--- config.mk ---
export PLATFORM = sky130hd
export DESIGN_NAME = eep_prog_seq
export DESIGN_NICKNAME = d
export VERILOG_FILES = /design/src/rtl/eep_seq_pkg.sv /design/src/rtl/eep_wait_timer.sv /design/src/rtl/eep_word_fmt.sv /design/src/rtl/eep_verify_unit.sv /design/src/rtl/eep_prog_seq.sv
export SDC_FILE = /design/constraint.sdc
export NUM_CORES = 1
export LEC_CHECK = 0
export BUFFER_PORTS_ARGS = -buffer_cell sky130_fd_sc_hd__buf_2
export CAP_MARGIN = 40
export CORE_UTILIZATION = 59
export DETAILED_ROUTE_END_ITERATION = 6
export GPL_TIMING_DRIVEN = 0
export PLACE_DENSITY = 0.95
export SYNTH_ARGS = -nofsm -noshare
export SYNTH_HDL_FRONTEND = slang
export SYNTH_SLANG_ARGS = --single-unit
--- constraint.sdc ---
create_clock -name clk -period 5.95 [get_ports clk]
set_clock_uncertainty 0.2 [all_clocks]
set_input_delay 0.595 -clock clk [delete_from_list [all_inputs] [get_ports clk]]
set_output_delay 0.595 -clock clk [all_outputs]
set_load 0.005 [all_outputs]
--- src/rtl/eep_seq_pkg.sv ---
package eep_seq_pkg;

  localparam int CMD_W = 16;

  localparam logic [3:0] OP_NOP   = 4'h0;
  localparam logic [3:0] OP_ERASE = 4'h1;
  localparam logic [3:0] OP_WRBIT = 4'h2;
  localparam logic [3:0] OP_RDBIT = 4'h3;

  typedef enum logic [3:0] {
    S_IDLE,
    S_NOP0,
    S_ERASE,
    S_EWAIT,
    S_NOP1,
    S_SCAN,
    S_PRIME,
    S_WRITE,
    S_WWAIT,
    S_POST,
    S_RDREQ,
    S_RDWAIT
  } seq_state_t;

  function automatic logic is_send(seq_state_t s);
    return (s == S_NOP0) || (s == S_ERASE) || (s == S_NOP1) ||
           (s == S_PRIME) || (s == S_WRITE) || (s == S_POST) ||
           (s == S_RDREQ);
  endfunction

  function automatic logic [3:0] op_of(seq_state_t s);
    case (s)
      S_ERASE: return OP_ERASE;
      S_WRITE: return OP_WRBIT;
      S_RDREQ: return OP_RDBIT;
      default: return OP_NOP;
    endcase
  endfunction

endpackage

--- src/rtl/eep_wait_timer.sv ---
module eep_wait_timer #(
  parameter int WAIT_CYC = 500000
) (
  input  logic clk,
  input  logic rst,
  input  logic load,
  output logic active,
  output logic expire
);
  localparam int CNT_W = $clog2(WAIT_CYC + 1);
  localparam logic [CNT_W-1:0] LOAD_VAL = CNT_W'(WAIT_CYC);

  logic [CNT_W-1:0] cnt;

  always_ff @(posedge clk) begin
    if (rst)
      cnt <= '0;
    else if (load)
      cnt <= LOAD_VAL;
    else if (cnt != '0)
      cnt <= cnt - 1'b1;
  end

  assign active = (cnt != '0);
  assign expire = (cnt == CNT_W'(1));

  AST_TMR_STEP: assert property (@(posedge clk) disable iff (rst)
    active && !load |=> cnt == $past(cnt) - 1'b1);

  AST_TMR_NO_RELOAD: assert property (@(posedge clk) disable iff (rst)
    load |-> !active);

endmodule

--- src/rtl/eep_word_fmt.sv ---
module eep_word_fmt #(
  parameter int ADDR_W = 7
) (
  input  logic [3:0]        op,
  input  logic [ADDR_W-1:0] addr,
  output logic [15:0]       word
);
  localparam int PAD_W = 12 - ADDR_W;

  assign word = {op, {PAD_W{1'b0}}, addr};

endmodule

--- src/rtl/eep_verify_unit.sv ---
module eep_verify_unit #(
  parameter int ADDR_W = 7
) (
  input  logic              clk,
  input  logic              rst,
  input  logic              clear,
  input  logic              check,
  input  logic              exp_bit,
  input  logic              got_bit,
  input  logic [ADDR_W-1:0] addr,
  output logic              vfail,
  output logic [ADDR_W-1:0] fail_addr
);
  logic miss;
  assign miss = check && (exp_bit != got_bit);

  always_ff @(posedge clk) begin
    if (rst || clear) begin
      vfail     <= 1'b0;
      fail_addr <= '0;
    end else if (miss && !vfail) begin
      vfail     <= 1'b1;
      fail_addr <= addr;
    end
  end

  AST_FAIL_STICKY: assert property (@(posedge clk) disable iff (rst)
    vfail && !clear |=> vfail && $stable(fail_addr));

  AST_FAIL_CAUSE: assert property (@(posedge clk) disable iff (rst)
    !vfail && !miss |=> !vfail);

endmodule

--- src/rtl/eep_prog_seq.sv ---
module eep_prog_seq
  import eep_seq_pkg::*;
#(
  parameter int ADDR_W   = 7,
  parameter int WAIT_CYC = 500000,
  localparam int NBITS   = 1 << ADDR_W
) (
  input  logic              clk,
  input  logic              rst,
  input  logic              start,
  input  logic [NBITS-1:0]  image,
  output logic              cmd_valid,
  input  logic              cmd_ready,
  output logic [15:0]       cmd_word,
  input  logic              rd_valid,
  input  logic              rd_bit,
  output logic              busy,
  output logic              done,
  output logic              vfail,
  output logic [ADDR_W-1:0] fail_addr
);
  localparam logic [ADDR_W-1:0] LAST = ADDR_W'(NBITS - 1);

  seq_state_t        state, nxt;
  logic [ADDR_W-1:0] addr, nxt_addr;
  logic [NBITS-1:0]  img_q;
  logic              hs, tmr_load, tmr_active, tmr_expire;
  logic              take_img, chk, fin;
  logic [15:0]       nxt_word;

  assign hs = cmd_valid && cmd_ready;

  eep_wait_timer #(.WAIT_CYC(WAIT_CYC)) u_tmr (
    .clk    (clk),
    .rst    (rst),
    .load   (tmr_load),
    .active (tmr_active),
    .expire (tmr_expire)
  );

  eep_word_fmt #(.ADDR_W(ADDR_W)) u_fmt (
    .op   (op_of(nxt)),
    .addr (nxt_addr),
    .word (nxt_word)
  );

  eep_verify_unit #(.ADDR_W(ADDR_W)) u_ver (
    .clk       (clk),
    .rst       (rst),
    .clear     (take_img),
    .check     (chk),
    .exp_bit   (img_q[addr]),
    .got_bit   (rd_bit),
    .addr      (addr),
    .vfail     (vfail),
    .fail_addr (fail_addr)
  );

  always_comb begin
    nxt      = state;
    nxt_addr = addr;
    tmr_load = 1'b0;
    take_img = 1'b0;
    chk      = 1'b0;
    fin      = 1'b0;
    case (state)
      S_IDLE:
        if (start) begin
          nxt      = S_NOP0;
          nxt_addr = '0;
          take_img = 1'b1;
        end
      S_NOP0:  if (hs) nxt = S_ERASE;
      S_ERASE:
        if (hs) begin
          nxt      = S_EWAIT;
          tmr_load = 1'b1;
        end
      S_EWAIT: if (tmr_expire) nxt = S_NOP1;
      S_NOP1:  if (hs) nxt = S_SCAN;
      S_SCAN:
        if (img_q[addr]) begin
          nxt = S_PRIME;
        end else if (addr == LAST) begin
          nxt      = S_RDREQ;
          nxt_addr = '0;
        end else begin
          nxt_addr = addr + 1'b1;
        end
      S_PRIME: if (hs) nxt = S_WRITE;
      S_WRITE:
        if (hs) begin
          nxt      = S_WWAIT;
          tmr_load = 1'b1;
        end
      S_WWAIT: if (tmr_expire) nxt = S_POST;
      S_POST:
        if (hs) begin
          if (addr == LAST) begin
            nxt      = S_RDREQ;
            nxt_addr = '0;
          end else begin
            nxt      = S_SCAN;
            nxt_addr = addr + 1'b1;
          end
        end
      S_RDREQ: if (hs) nxt = S_RDWAIT;
      S_RDWAIT:
        if (rd_valid) begin
          chk = 1'b1;
          if (addr == LAST) begin
            nxt = S_IDLE;
            fin = 1'b1;
          end else begin
            nxt      = S_RDREQ;
            nxt_addr = addr + 1'b1;
          end
        end
      default: nxt = S_IDLE;
    endcase
  end

  always_ff @(posedge clk) begin
    if (rst) begin
      state     <= S_IDLE;
      addr      <= '0;
      img_q     <= '0;
      cmd_valid <= 1'b0;
      cmd_word  <= '0;
      busy      <= 1'b0;
      done      <= 1'b0;
    end else begin
      state     <= nxt;
      addr      <= nxt_addr;
      if (take_img) img_q <= image;
      cmd_valid <= is_send(nxt);
      cmd_word  <= nxt_word;
      busy      <= (nxt != S_IDLE);
      done      <= fin;
    end
  end

  AST_HOLD_WORD: assert property (@(posedge clk) disable iff (rst)
    cmd_valid && !cmd_ready |=> cmd_valid && $stable(cmd_word));

  AST_QUIET_IN_WAIT: assert property (@(posedge clk) disable iff (rst)
    tmr_active |-> !cmd_valid);

  AST_PAD_ZERO: assert property (@(posedge clk) disable iff (rst)
    cmd_valid |-> cmd_word[11:ADDR_W] == '0);

  AST_DONE_IDLE: assert property (@(posedge clk) disable iff (rst)
    done |-> !busy);

  AST_DONE_PULSE: assert property (@(posedge clk) disable iff (rst)
    done |=> !done);

  AST_IMG_HELD: assert property (@(posedge clk) disable iff (rst)
    busy |=> $stable(img_q));

  AST_IDLE_QUIET: assert property (@(posedge clk) disable iff (rst)
    !busy |-> !cmd_valid);

endmodule

==> impl_metrics.csv <==
group,metric,value,unit
status,outcome,"finished, violations left",
status,violations,"DRC",
logic_synthesis,synth-simple-area-share,23.4,%
sta,relSlewSlack,47.7,%
global_routing,grt_max_degree,17,
floorplan,die_area,14300,um2
sta,rsz0062_at_grt,"no",
floorplan,fp.dieW,120,um
logic_synthesis,synth_cell_types,71,
cells_and_area,n_antenna_cell,0,
logic_synthesis,synthMuxAreaShare,10.3,%
routing,first_iter_violations,1000,
logic_synthesis,ys_seq_area_share,42.0,%
critical_path,cp_slowest_cell,"o22ai_1",
routing,vias,8350,
critical_path,critPathMaxStageDelay,0.58,ns
clock_tree,root_buffer,"clkbuf_16",
critical_path,r2r_cells,11,
sta,fmax,0.262,GHz
global_routing,antenna_found_initial,0,
logic_synthesis,synth-seq-cells,171,
worst_hold_path,whs_path_depth,3,
power_and_ir_drop,power,3.34,mW
clock_tree,postCtsSetupBuffers,0,
power_and_ir_drop,clockPowerShare,33.6,%
logic_synthesis,syn_area,8150,um2
logic_synthesis,synthCells,1016,
clock_tree,cts_hold_buffers,0,
worst_hold_path,worstHoldStart,"image[69]",
critical_path,cp.arrival,3.92,ns
floorplan,coreArea,13300,um2
logic_synthesis,ys.flop_type,"dfxtp_1",
sta,worst_pin_slew,0.784,ns
global_routing,grt_pass1_vias,7914,
global_routing,grt_overflow,0,
sta,min_period_over_period,64.1,%
power_and_ir_drop,irDropWorstVdd,0.218,mV
place,io_buffers,152,
clock_tree,cts_tree,"built",
critical_path,start_kind,"register",
critical_path,path_max_fanout,10,
worst_hold_path,hp-class,"primary input to register",
critical_path,required,6.06,ns
global_routing,grt_pass1_wl,38.0,mm
global_routing,grt.total_usage,34.0,%
power_and_ir_drop,p_leak,3.85,nW
floorplan,io-pin-count,161,
floorplan,rows,42,
clock_tree,clock-sinks,171,
cells_and_area,drive_gt1_share,21.0,%
sta,slew_violations,0,
sta,finalCriticalPeriod,3.81,ns
clock_tree,cts_resized,0,
sta,setup-violations-final,0,
clock_tree,clock_latency,0.44,ns
floorplan,initial_core_util,61.1,%
clock_tree,clkTransAtPathRegs,0.07,ns
logic_synthesis,synth_xor_xnor_area_share,2.04,%
clock_tree,clockBufferDepth,2,
routing,routed_wl,24.1,mm
power_and_ir_drop,power.internal,2.28,mW
sta,setup_tns,0,ns
critical_path,ff2ff_setup_slack,2.14,ns
sta,hold_violations,0,
job,cap_viol_max_count,0,
critical_path,worstPathCellList,"buf_2, clkbuf_1, mux4_2, nand3_1, nand2_1, o22ai_1, a221oi_2, buf_6, mux2_1, a221oi_1, nor2_1",
routing,drtAntennaViolNets,0,
critical_path,cp_top_family,"buffers and inverters",
place,hpwl,16.7,mm
power_and_ir_drop,p_sw,1.07,mW
logic_synthesis,synth_compound_area_share,16.3,%
routing,routed_via_density,6.04,
cells_and_area,areaGrowthSynthToFinish,19.6,%
power_and_ir_drop,p_seq_share,41.7,%
critical_path,critPathKind,"register to register",
routing,first_pass_iters,7,
logic_synthesis,async_flop_share,0,%
logic_synthesis,synth_top_family_by_area,"simple AND/OR/NAND/NOR gates",
power_and_ir_drop,power_density,343,nW/um2
cells_and_area,nFillCells,947,
logic_synthesis,yosysWarnings,0,
logic_synthesis,synthAdderAreaFrac,0.767,%
routing,routedWlPerCell,17.4,um
logic_synthesis,synth_edf_count,0,
clock_tree,htree_num_levels,4,
cells_and_area,nNetsFinal,1332,
power_and_ir_drop,switching_share,31.9,%
power_and_ir_drop,power_frac_comb,24.7,%
logic_synthesis,syn_avg_cell_area,8.02,um2
floorplan,dieHeight,120,um
clock_tree,tritoncts.num_buffers,17,
routing,drc,17,
place,gp_congestion,0.939,
critical_path,critPathCaptureType,"register",
worst_hold_path,whs_endpoint,"img_q[69]$_SDFFE_PP0P_",
critical_path,critPathBufInv,3,
worst max path at each step:
stage | start | endpoint | slack (ns) | cells past startpoint
6_report | register | register | 2.14 | 11
5_1_grt | register | u_ver.fail_addr[4]$_SDFFE_PP0P_ | 2.12 | 11
4_1_cts | register | register | 2.32 | 11
3_5_place_dp | register | register | 2.36 | 11
3_3_place_gp | register | register | 2.38 | 11
2_1_floorplan | register | register | 3.02 | 10
cell type report:
type | instances | area [um2] | share of cell area, %
sequential | 171 | 3420 | 35.1
clock buffer | 20 | 457 | 4.68
timing repair buffer | 152 | 761 | 7.80
inverter | 15 | 56.3 | 0.577
clock inverter | 12 | 139 | 1.42
tap | 176 | 220 | 2.26
multi-input combinational | 756 | 4330 | 44.4
buffer | 80 | 367 | 3.76
metal layers:
layer	vias up	routed length, um	global-route usage [%]
li1	3849	-	-
met1	3831	9110	41.2
met2	561	11500	56.1
met3	109	2400	7.79
met4	0	1070	18.4
met5	-	0	0
flip-flops by register name, summed over array words and instances (netlist names), named ones only:
name,flops
state,4
u_tmr.cnt,19
cmd_valid,1
img_q,128
cmd_word,2
u_ver.fail_addr,7
busy,1
done,1
u_ver.vfail,1
power by group through the flow:
stage | logic [mW] | clock network [mW] | registers [mW]
after floorplan | 0.598 | 0 | 1.38
after global placement | 0.768 | 0 | 1.40
after detailed placement | 0.790 | 0 | 1.41
after CTS | 0.811 | 1.12 | 1.39
after global routing | 0.909 | 1.16 | 1.40
final | 0.827 | 1.12 | 1.39
tightest hold or removal path, delay by kind of cell:
kind / cells / cell delay (ns)
and+or+nand+nor: 1 / 0.04
buffers and inverters: 1 / 0.10
AOI/OAI and AO/OA: 1 / 0.05
through the flow:
stage	hold WS (ns)	instance area, um2	util (%)	setup WS (ns)	cells
after global placement	0.238	9160	68.6	2.38	1350
final	0.184	9750	73.1	2.14	1382
after floorplan	0.232	8170	-	3.02	1022
after global routing	0.191	9750	73.1	2.12	1382
after detailed placement	0.244	9160	68.6	2.36	1350
after CTS	0.182	9750	73.1	2.32	1382
cell families (layout without fill, tap and decap cells):
family | after synthesis | count (layout)
fa+ha+maj | 5 | 5
mux | 55 | 55
xor+xnor | 19 | 19
simple gates | 439 | 439
compound gates | 231 | 231
flops | 171 | 171
other cells | 1 | 7
buf+inv | 95 | 279
cell usage after synthesis, drive strengths merged (3+ instances only):
cell / count / area, um2
buf: 22 / 149
or2: 3 / 18.8
o211ai: 3 / 22.5
clkbuf: 58 / 218
and2: 7 / 43.8
mux2i: 15 / 150
mux4: 21 / 473
mux2: 19 / 214
nand2: 308 / 1160
o21a: 3 / 22.5
o21ai: 20 / 100
a21oi: 149 / 746
a211oi: 6 / 45.0
nand3b: 3 / 22.5
nor2: 37 / 146
nor3: 18 / 95.1
a221oi: 5 / 50.0
inv: 15 / 56.3
nor3b: 4 / 30.0
nand4: 8 / 50.1
o22ai: 7 / 43.8
a211o: 3 / 26.3
dfxtp: 171 / 3420
nand3: 18 / 90.1
xnor2: 12 / 105
a31oi: 10 / 62.6
ha: 5 / 62.6
xor2: 7 / 61.3
nor2b: 7 / 43.8
a22oi: 4 / 30.0
nor4: 7 / 58.8
or4: 4 / 33.8
or3: 6 / 43.8
placed cells by master, fill, tap and decap left out, types with 8 or more instances in the layout:
cell and instances:
xnor2_1 12, nor2_1 36, clkbuf_16 17, nor3_1 17, nand2_1 308, dfxtp_1 171, mux2i_1 15, inv_1 15
mux4_2 21, nand4_1 8, o21ai_0 19, clkbuf_1 59, a21oi_1 149, buf_2 160, nand3_1 18, a31oi_1 10
buf_4 9, mux2_2 18
Power figures use the tool's default switching activity.
